`src/rtl/shmul_pkg.sv`:
```
package shmul_pkg;

  // Strobes from the control unit to the datapath.
  typedef struct packed {
    logic load;  // capture operands, clear upper half
    logic step;  // one conditional add and right shift
  } mulCtrl_t;

  typedef enum logic {
    PH_IDLE = 1'b0,
    PH_RUN  = 1'b1
  } mulPhase_t;

endpackage

```
`src/rtl/shmul_ctrl.sv`:
```
module shmul_ctrl
  import shmul_pkg::*;
#(
  parameter int W = 32
) (
  input  logic     clk,
  input  logic     rstN,
  input  logic     startI,
  output mulCtrl_t ctrlO,
  output logic     busyO,
  output logic     doneO
);

  localparam int CW = (W > 1) ? $clog2(W) : 1;
  localparam logic [CW-1:0] LAST = CW'(W - 1);

  mulPhase_t   phaseQ;
  logic [CW-1:0] iterQ;
  logic        doneQ;
  logic        lastStep;

  always_comb begin
    ctrlO.load = startI && (phaseQ == PH_IDLE);
    ctrlO.step = (phaseQ == PH_RUN);
    lastStep   = (phaseQ == PH_RUN) && (iterQ == LAST);
  end

  always_ff @(posedge clk) begin
    if (!rstN) begin
      phaseQ <= PH_IDLE;
      iterQ  <= '0;
      doneQ  <= 1'b0;
    end else begin
      doneQ <= lastStep;
      if (ctrlO.load) begin
        phaseQ <= PH_RUN;
        iterQ  <= '0;
      end else if (ctrlO.step) begin
        iterQ <= iterQ + 1'b1;
        if (lastStep) begin
          phaseQ <= PH_IDLE;
        end
      end
    end
  end

  assign busyO = (phaseQ == PH_RUN);
  assign doneO = doneQ;

endmodule

```
`src/rtl/shmul_datapath.sv`:
```
module shmul_datapath
  import shmul_pkg::*;
#(
  parameter int W = 32
) (
  input  logic         clk,
  input  logic         rstN,
  input  mulCtrl_t     ctrlI,
  input  logic [W-1:0] mcandI,
  input  logic [W-1:0] mplierI,
  output logic [2*W-1:0] prodO
);

  localparam int PW = 2 * W;

  logic [W-1:0]  mcandQ;
  logic [PW-1:0] prodQ;
  logic [W-1:0]  addend;
  logic [W:0]    upperSum;
  logic [PW-1:0] prodNext;

  // Only the upper half passes through the adder; carry-out is kept.
  always_comb begin
    addend   = prodQ[0] ? mcandQ : '0;
    upperSum = {1'b0, prodQ[PW-1:W]} + {1'b0, addend};
    prodNext = {upperSum, prodQ[W-1:1]};
  end

  always_ff @(posedge clk) begin
    if (!rstN) begin
      mcandQ <= '0;
      prodQ  <= '0;
    end else if (ctrlI.load) begin
      mcandQ <= mcandI;
      prodQ  <= {{W{1'b0}}, mplierI};
    end else if (ctrlI.step) begin
      prodQ <= prodNext;
    end
  end

  assign prodO = prodQ;

endmodule

```
`src/rtl/shift_add_mult.sv`:
```
module shift_add_mult
  import shmul_pkg::*;
#(
  parameter int W = 32
) (
  input  logic           clk,
  input  logic           rstN,
  input  logic           startI,
  input  logic [W-1:0]   multiplicandI,
  input  logic [W-1:0]   multiplierI,
  output logic           busyO,
  output logic           doneO,
  output logic [2*W-1:0] productO
);

  mulCtrl_t ctrl;

  shmul_ctrl #(.W(W)) u_ctrl (
    .clk    (clk),
    .rstN   (rstN),
    .startI (startI),
    .ctrlO  (ctrl),
    .busyO  (busyO),
    .doneO  (doneO)
  );

  shmul_datapath #(.W(W)) u_dp (
    .clk     (clk),
    .rstN    (rstN),
    .ctrlI   (ctrl),
    .mcandI  (multiplicandI),
    .mplierI (multiplierI),
    .prodO   (productO)
  );

endmodule

```
`config.mk`:
```
export PLATFORM = sky130hd
export DESIGN_NAME = shift_add_mult
export DESIGN_NICKNAME = d
export VERILOG_FILES = /design/src/rtl/shmul_pkg.sv /design/src/rtl/shmul_ctrl.sv /design/src/rtl/shmul_datapath.sv /design/src/rtl/shift_add_mult.sv
export SDC_FILE = /design/constraint.sdc
export NUM_CORES = 1
export LEC_CHECK = 0
export BUFFER_PORTS_ARGS = -buffer_cell sky130_fd_sc_hd__buf_4
export CORE_ASPECT_RATIO = 0.7
export CORE_MARGIN = 2
export CORE_UTILIZATION = 40
export DETAILED_ROUTE_END_ITERATION = 8
export PLACE_DENSITY = 0.72
export SLEW_MARGIN = 25
export SYNTH_ARGS = -nofsm -noshare
export SYNTH_HDL_FRONTEND = slang
export SYNTH_HIERARCHICAL = 1
export SYNTH_SLANG_ARGS = --single-unit
```
`constraint.sdc`:
```
create_clock -name clk -period 5.46 [get_ports clk]
set_input_delay 0.546 -clock clk [delete_from_list [all_inputs] [get_ports clk]]
set_output_delay 0.546 -clock clk [all_outputs]
set_load 0.005 [all_outputs]
```
* Word level (Yosys, flattened, before mapping)
Index checks and enable logic that the tools add are counted.
** Storage, ports and cells
- Bits in read-only memories :: 0
- Memories :: 0
- Latch bits :: 0
- Word-level logic and storage cells :: 21
- Input bits :: 67
- Output and inout port bits :: 66
- RAM bits :: 0
- Register bits :: 103
** Cells by class
- Reduce and logical (&&, ||, !) cells :: 4
- Div/mod/pow operators :: 0
- Multiply operators :: 0
- Magnitude comparators :: 0
- Bitwise logic cells :: 2
- Add/subtract/negate cells :: 2
- Equality and inequality tests :: 1
- Multiplexer cells :: 6
- Shifts and indexed selects :: 0
** Operator list (number)
- 32-bit 2-to-1 mux :: 3
- 32-bit by 32-bit adder with 33-bit output :: 1
- 5-bit by 1-bit adder with 5-bit output (second input constant) :: 1
- 5-bit == test (second input constant) :: 1
- 1-bit 2-to-1 mux :: 3
- 1-bit logical AND :: 2
- 1-bit inverter :: 2
- 2-bit nonzero test :: 1
- 2-bit OR reduction :: 1

* Depth between registers and ports, before layout
- Depth in word-level cells :: 5
- Gate-level depth with buffers :: 11
- Mapped depth without buffers :: 9

* Modules after synthesis
The synthesis kept the hierarchy.
** Modules (own cells, without submodules)
- shmul_datapath :: instances 1, sequential area each 1921.8 um2, cells each 691, area an instance 5919.4 um2
- shmul_ctrl :: instances 1, sequential area each 140.1 um2, cells each 32, area an instance 332.8 um2

* Worst setup path before layout
Ideal clock, no wire load.
- Path kind :: register to register
- Start point :: reg u_dp.prodQ[0], in the netlist u_dp/prodO[0]
- End point :: reg u_dp.prodQ[51], in the netlist u_dp/prodO[51]
- Data arrival time :: 2.600 ns
- Period minus slack after synthesis :: 2.717 ns
- Setup time :: 0.117 ns
- Buffers on the path :: 1
- Required time :: 5.343 ns
- Stages on the path, launching flop included :: 11
- Path slack :: 2.743 ns
- Cells stage by stage :: dfxtp_1 > clkbuf_1 > and2_1 > ha_1 > fa_1 > a211oi_2 > o21bai_1 > o31ai_2 > a31oi_1 > or3_1 > a32o_1
** Between the ends
- Word-level cells in the longest chain between the ends :: 2
** Ends and longest elaborated chain
- start, declared :: RTL line shmul_datapath.sv:17 : logic [PW-1:0] prodQ;
- start signal, assigned :: RTL line shmul_datapath.sv:35 : prodQ <= {{W{1'b0}}, mplierI};
- start signal, assigned :: RTL line shmul_datapath.sv:37 : prodQ <= prodNext;
- 32-bit 2-to-1 mux :: RTL line shmul_datapath.sv:24 : addend = prodQ[0] ? mcandQ : '0;
- 32-bit by 32-bit adder with 33-bit output :: RTL line shmul_datapath.sv:25 : upperSum = {1'b0, prodQ[PW-1:W]} + {1'b0, addend};
No other way between the ends.
A chain may end at the register's enable or synchronous reset.

* Final worst setup path
Same ends and word-level chain as after synthesis.

==> results by group <==
Yosys
  • Synth Area in Compound Gates: 0.1925
  • Xor/xnor share of the synthesized area: 0.02241
  • Cell taking the most area after synthesis: dfxtp_1
  • Cell with the most instances after synthesis: dfxtp_1
  • Mux share of post-synthesis cell area: 0.1171
  • Register area share after synthesis: 0.3298
  • Syn avg cell area: 8.648 um2
  • Fraction of registers with async set or reset after synthesis: 0
  • Adder-cell share of the synthesized area: 0.07124
  • Top-area cell type share of the netlist area: 0.3298
  • Synth top area cells: dfxtp_1 (33%), mux2i_1 (12%), ha_1 (6.8%)
  • Main combinational cell family by area after synthesis: simple AND/OR/NAND/NOR gates
  • Synth Cell Area: 0.006252 mm2
  • Top cells by count, synth: dfxtp_1 (103), nand2_1 (73), mux2i_1 (72)
  • Number of synthesized register bits: 103
  • Synth Net Count: ~830
  • Number of flops mapped to enable cells by yosys: 0
  • Cells after synthesis: between 700 and 800
  • Synthesis Warnings: 6
  • Area fraction in and, or, nand and nor cells after synthesis: 0.2355
  • Unique cell type count in the Yosys netlist: 70
  • Top FF cell, synth: dfxtp_1

Clock network
  • Cts repair resizes: 0
  • Root Buffer: clkbuf_16
  • Worst-skew pair later-pin latency: about 0.35 ns
  • CTS Buf Count: 9
  • CTS Hold Buffers Added: 0
  • Clock transition at path regs: approximately 0.080 ns
  • Htree depth: 3
  • CTS tree: yes
  • CTS sink cnt: 103
  • Clk buf depth: 2
  • Setup bufs post-CTS: 0

STA
  • Final WS setup: 2.266 ns
  • Max Freq: about 310 MHz
  • Final cycle utilization of the critical path: 0.5850
  • Clock skew: between 0.01 and 0.015 ns
  • Worst slew pin tran: 0.9300 ns
  • TNS Setup: 0 ns
  • Fin. max-slew vios: 0
  • Hold Fails Final Rpt: 0
  • Final min period: 3.194 ns
  • Setup-failing EPs final: 0
  • RSZ-0062 raised after global routing: false
  • Slew HR: 0.3800

Global routing
  • First-pass GRT wire length: around 27000 um
  • Total GRT Usage: 0.1952
  • Vias in the first global route: 5215
  • Largest net degree at the start of global routing: between 90 and 100
  • Total grt overflow: 0
  • Initial antenna violation count: 0

Detailed routing
  • WL final: ~16000 um
  • Via/cell ratio: roughly 5.4
  • DRC: 0
  • DRT iter0 DRCs: approximately 380
  • Wirelength per Cell: 15.94 um
  • Via Count: 5638
  • Antenna Violating Nets Remaining: 0
  • Initial DRT Pass Iterations: 5

Cells and area
  • Multi-input gate area: 0.004001 mm2
  • Final core occ: 0.4975
  • Storage element area: 0.002066 mm2
  • Area grow syn2layout: 22.57%
  • Fillers: 1484
  • ANT cells: 0
  • Non-Filler Instances: 1035
  • Final Net Count: between 900 and 1000
  • Share of cells above drive strength 1: 0.2120

Setup path
  • Arrival @ worst endpoint: between 3 and 4 ns
  • Largest stage delay, worst path: 0.61 ns
  • CP max FO: 34
  • Type of origin of the critical path: flip-flop
  • Worst Setup End Kind: flip-flop
  • Crit path kind: reg2reg
  • Slowest CP cell: dfxtp_1
  • Worst Path Required: around 5.7 ns
  • Critical-path cell list: and2_1 -> ha_1 -> fa_1 -> a211oi_2 -> o21bai_1 -> o31ai_2 -> a31oi_1 -> or3_1 -> a32o_1

Floorplanning
  • Die ar.: around 0.017 mm2
  • Die span in x: 153.4 um
  • Core Rows: 38
  • Die Y: roughly 110 um
  • Initial Utilization: 0.4059
  • Top-level port count: around 130
  • Core area: approximately 0.015 mm2

Placement
  • GP Congestion: between 0.9 and 1
  • Final HPWL DP: 12200 um
  • Dpl ws: 2.246 ns
  • PortBufs: 132
  • Dpl cells: a little over 1000

Outcome
  • Outcome: finished clean

Power
  • Peak VDD IR: 131.4 uV
  • Overall Power: around 0.0017 W
  • Power Dens Cells: roughly 220 mW/mm2
  • P_leak: ~3.3 nW

Hold path
  • Worst hold path type: in2reg

Job
  • Max_cap viols: 0
==> metal layers <==
metal  global-route usage  wire [um]
met4              0.03735        119
met2               0.2950       6897
met3              0.06693       1701
met1               0.2721       7776
met5                    0          0
==> path summary, 6_finish.rpt <==
check / startpoint / endpoint / slack [ns] / cells past startpoint
setup reg to reg: u_dp/prodO[0] / u_dp/prodO[51] / 2.27 / 9
hold / removal: multiplicandI[31] / u_dp/mcandQ[31] / 0.45 / 3
setup / recovery: u_dp/prodO[0] / u_dp/prodO[51] / 2.27 / 9
hold reg to reg: u_dp/prodO[45] / u_dp/prodO[45] / 0.50 / 2
==> metrics by stage <==
stage / hold WS [ns] / instance area, um2
3_5_place_dp: 0.4967 / 7351
4_1_cts: 0.4417 / 7657
2_1_floorplan: 0.4708 / 6252
6_report: 0.4511 / 7664
3_3_place_gp: 0.4867 / 7351
5_1_grt: 0.4461 / 7664
==> cells in the final DEF (no fill, tap or decap), types with 8 or more instances in the layout <==
| cell type | Yosys | final |
|---|---|---|
| mux2i_1 | 72 | 72 |
| a21o_1 | 8 | 8 |
| or3_1 | 8 | 8 |
| buf_4 | 3 | 135 |
| nor2b_1 | 41 | 41 |
| o21ai_0 | 66 | 66 |
| nand2_1 | 73 | 73 |
| clkbuf_16 | 0 | 9 |
| nand3_1 | 15 | 15 |
| nand4_1 | 11 | 11 |
| nor2_1 | 26 | 25 |
| ha_1 | 34 | 34 |
| and2_1 | 64 | 64 |
| a21oi_1 | 48 | 48 |
| xnor2_1 | 15 | 15 |
| dfxtp_1 | 103 | 102 |
| o21a_1 | 11 | 11 |
==> power breakdown <==
group / internal [W] / switching [W]
sequential: 0.000785 / 0.0000302
clock: 0.000334 / 0.000316
combinational: 0.000117 / 0.000104
==> critical path, delay by kind of cell (launching register included) <==
kind	cells	cell delay, ns
adder cells (fa/ha/maj)	2	0.66
AND/OR/NAND/NOR	2	0.63
AO/OA/AOI/OAI	5	1.19
flip-flops	1	0.61
==> area by class of cell <==
cell class	count	area share
well taps	200	0.03265
inverters	4	0.001959
repair buffers	136	0.1337
clock buffers	10	0.03118
flip-flops and latches	103	0.2696
clock inverters	6	0.008816
multi-input cells	576	0.5221
==> cell families after synthesis <==
group | count (synthesis)
AND/OR/NAND/NOR | 270
XOR/XNOR | 16
flip-flops | 103
buffers and inverters | 44
adder cells (fa/ha/maj) | 35
AO/OA/AOI/OAI | 182
multiplexers | 73
==> sequential cells by signal, summed over array words and instances (netlist names) <==
register / cells
u_ctrl/doneO: 1
u_dp/prodO: 64
u_dp/mcandQ: 32
u_ctrl/iterQ: 5
u_ctrl/busyO: 1
Note: power is estimated with default switching activity, not from simulation.
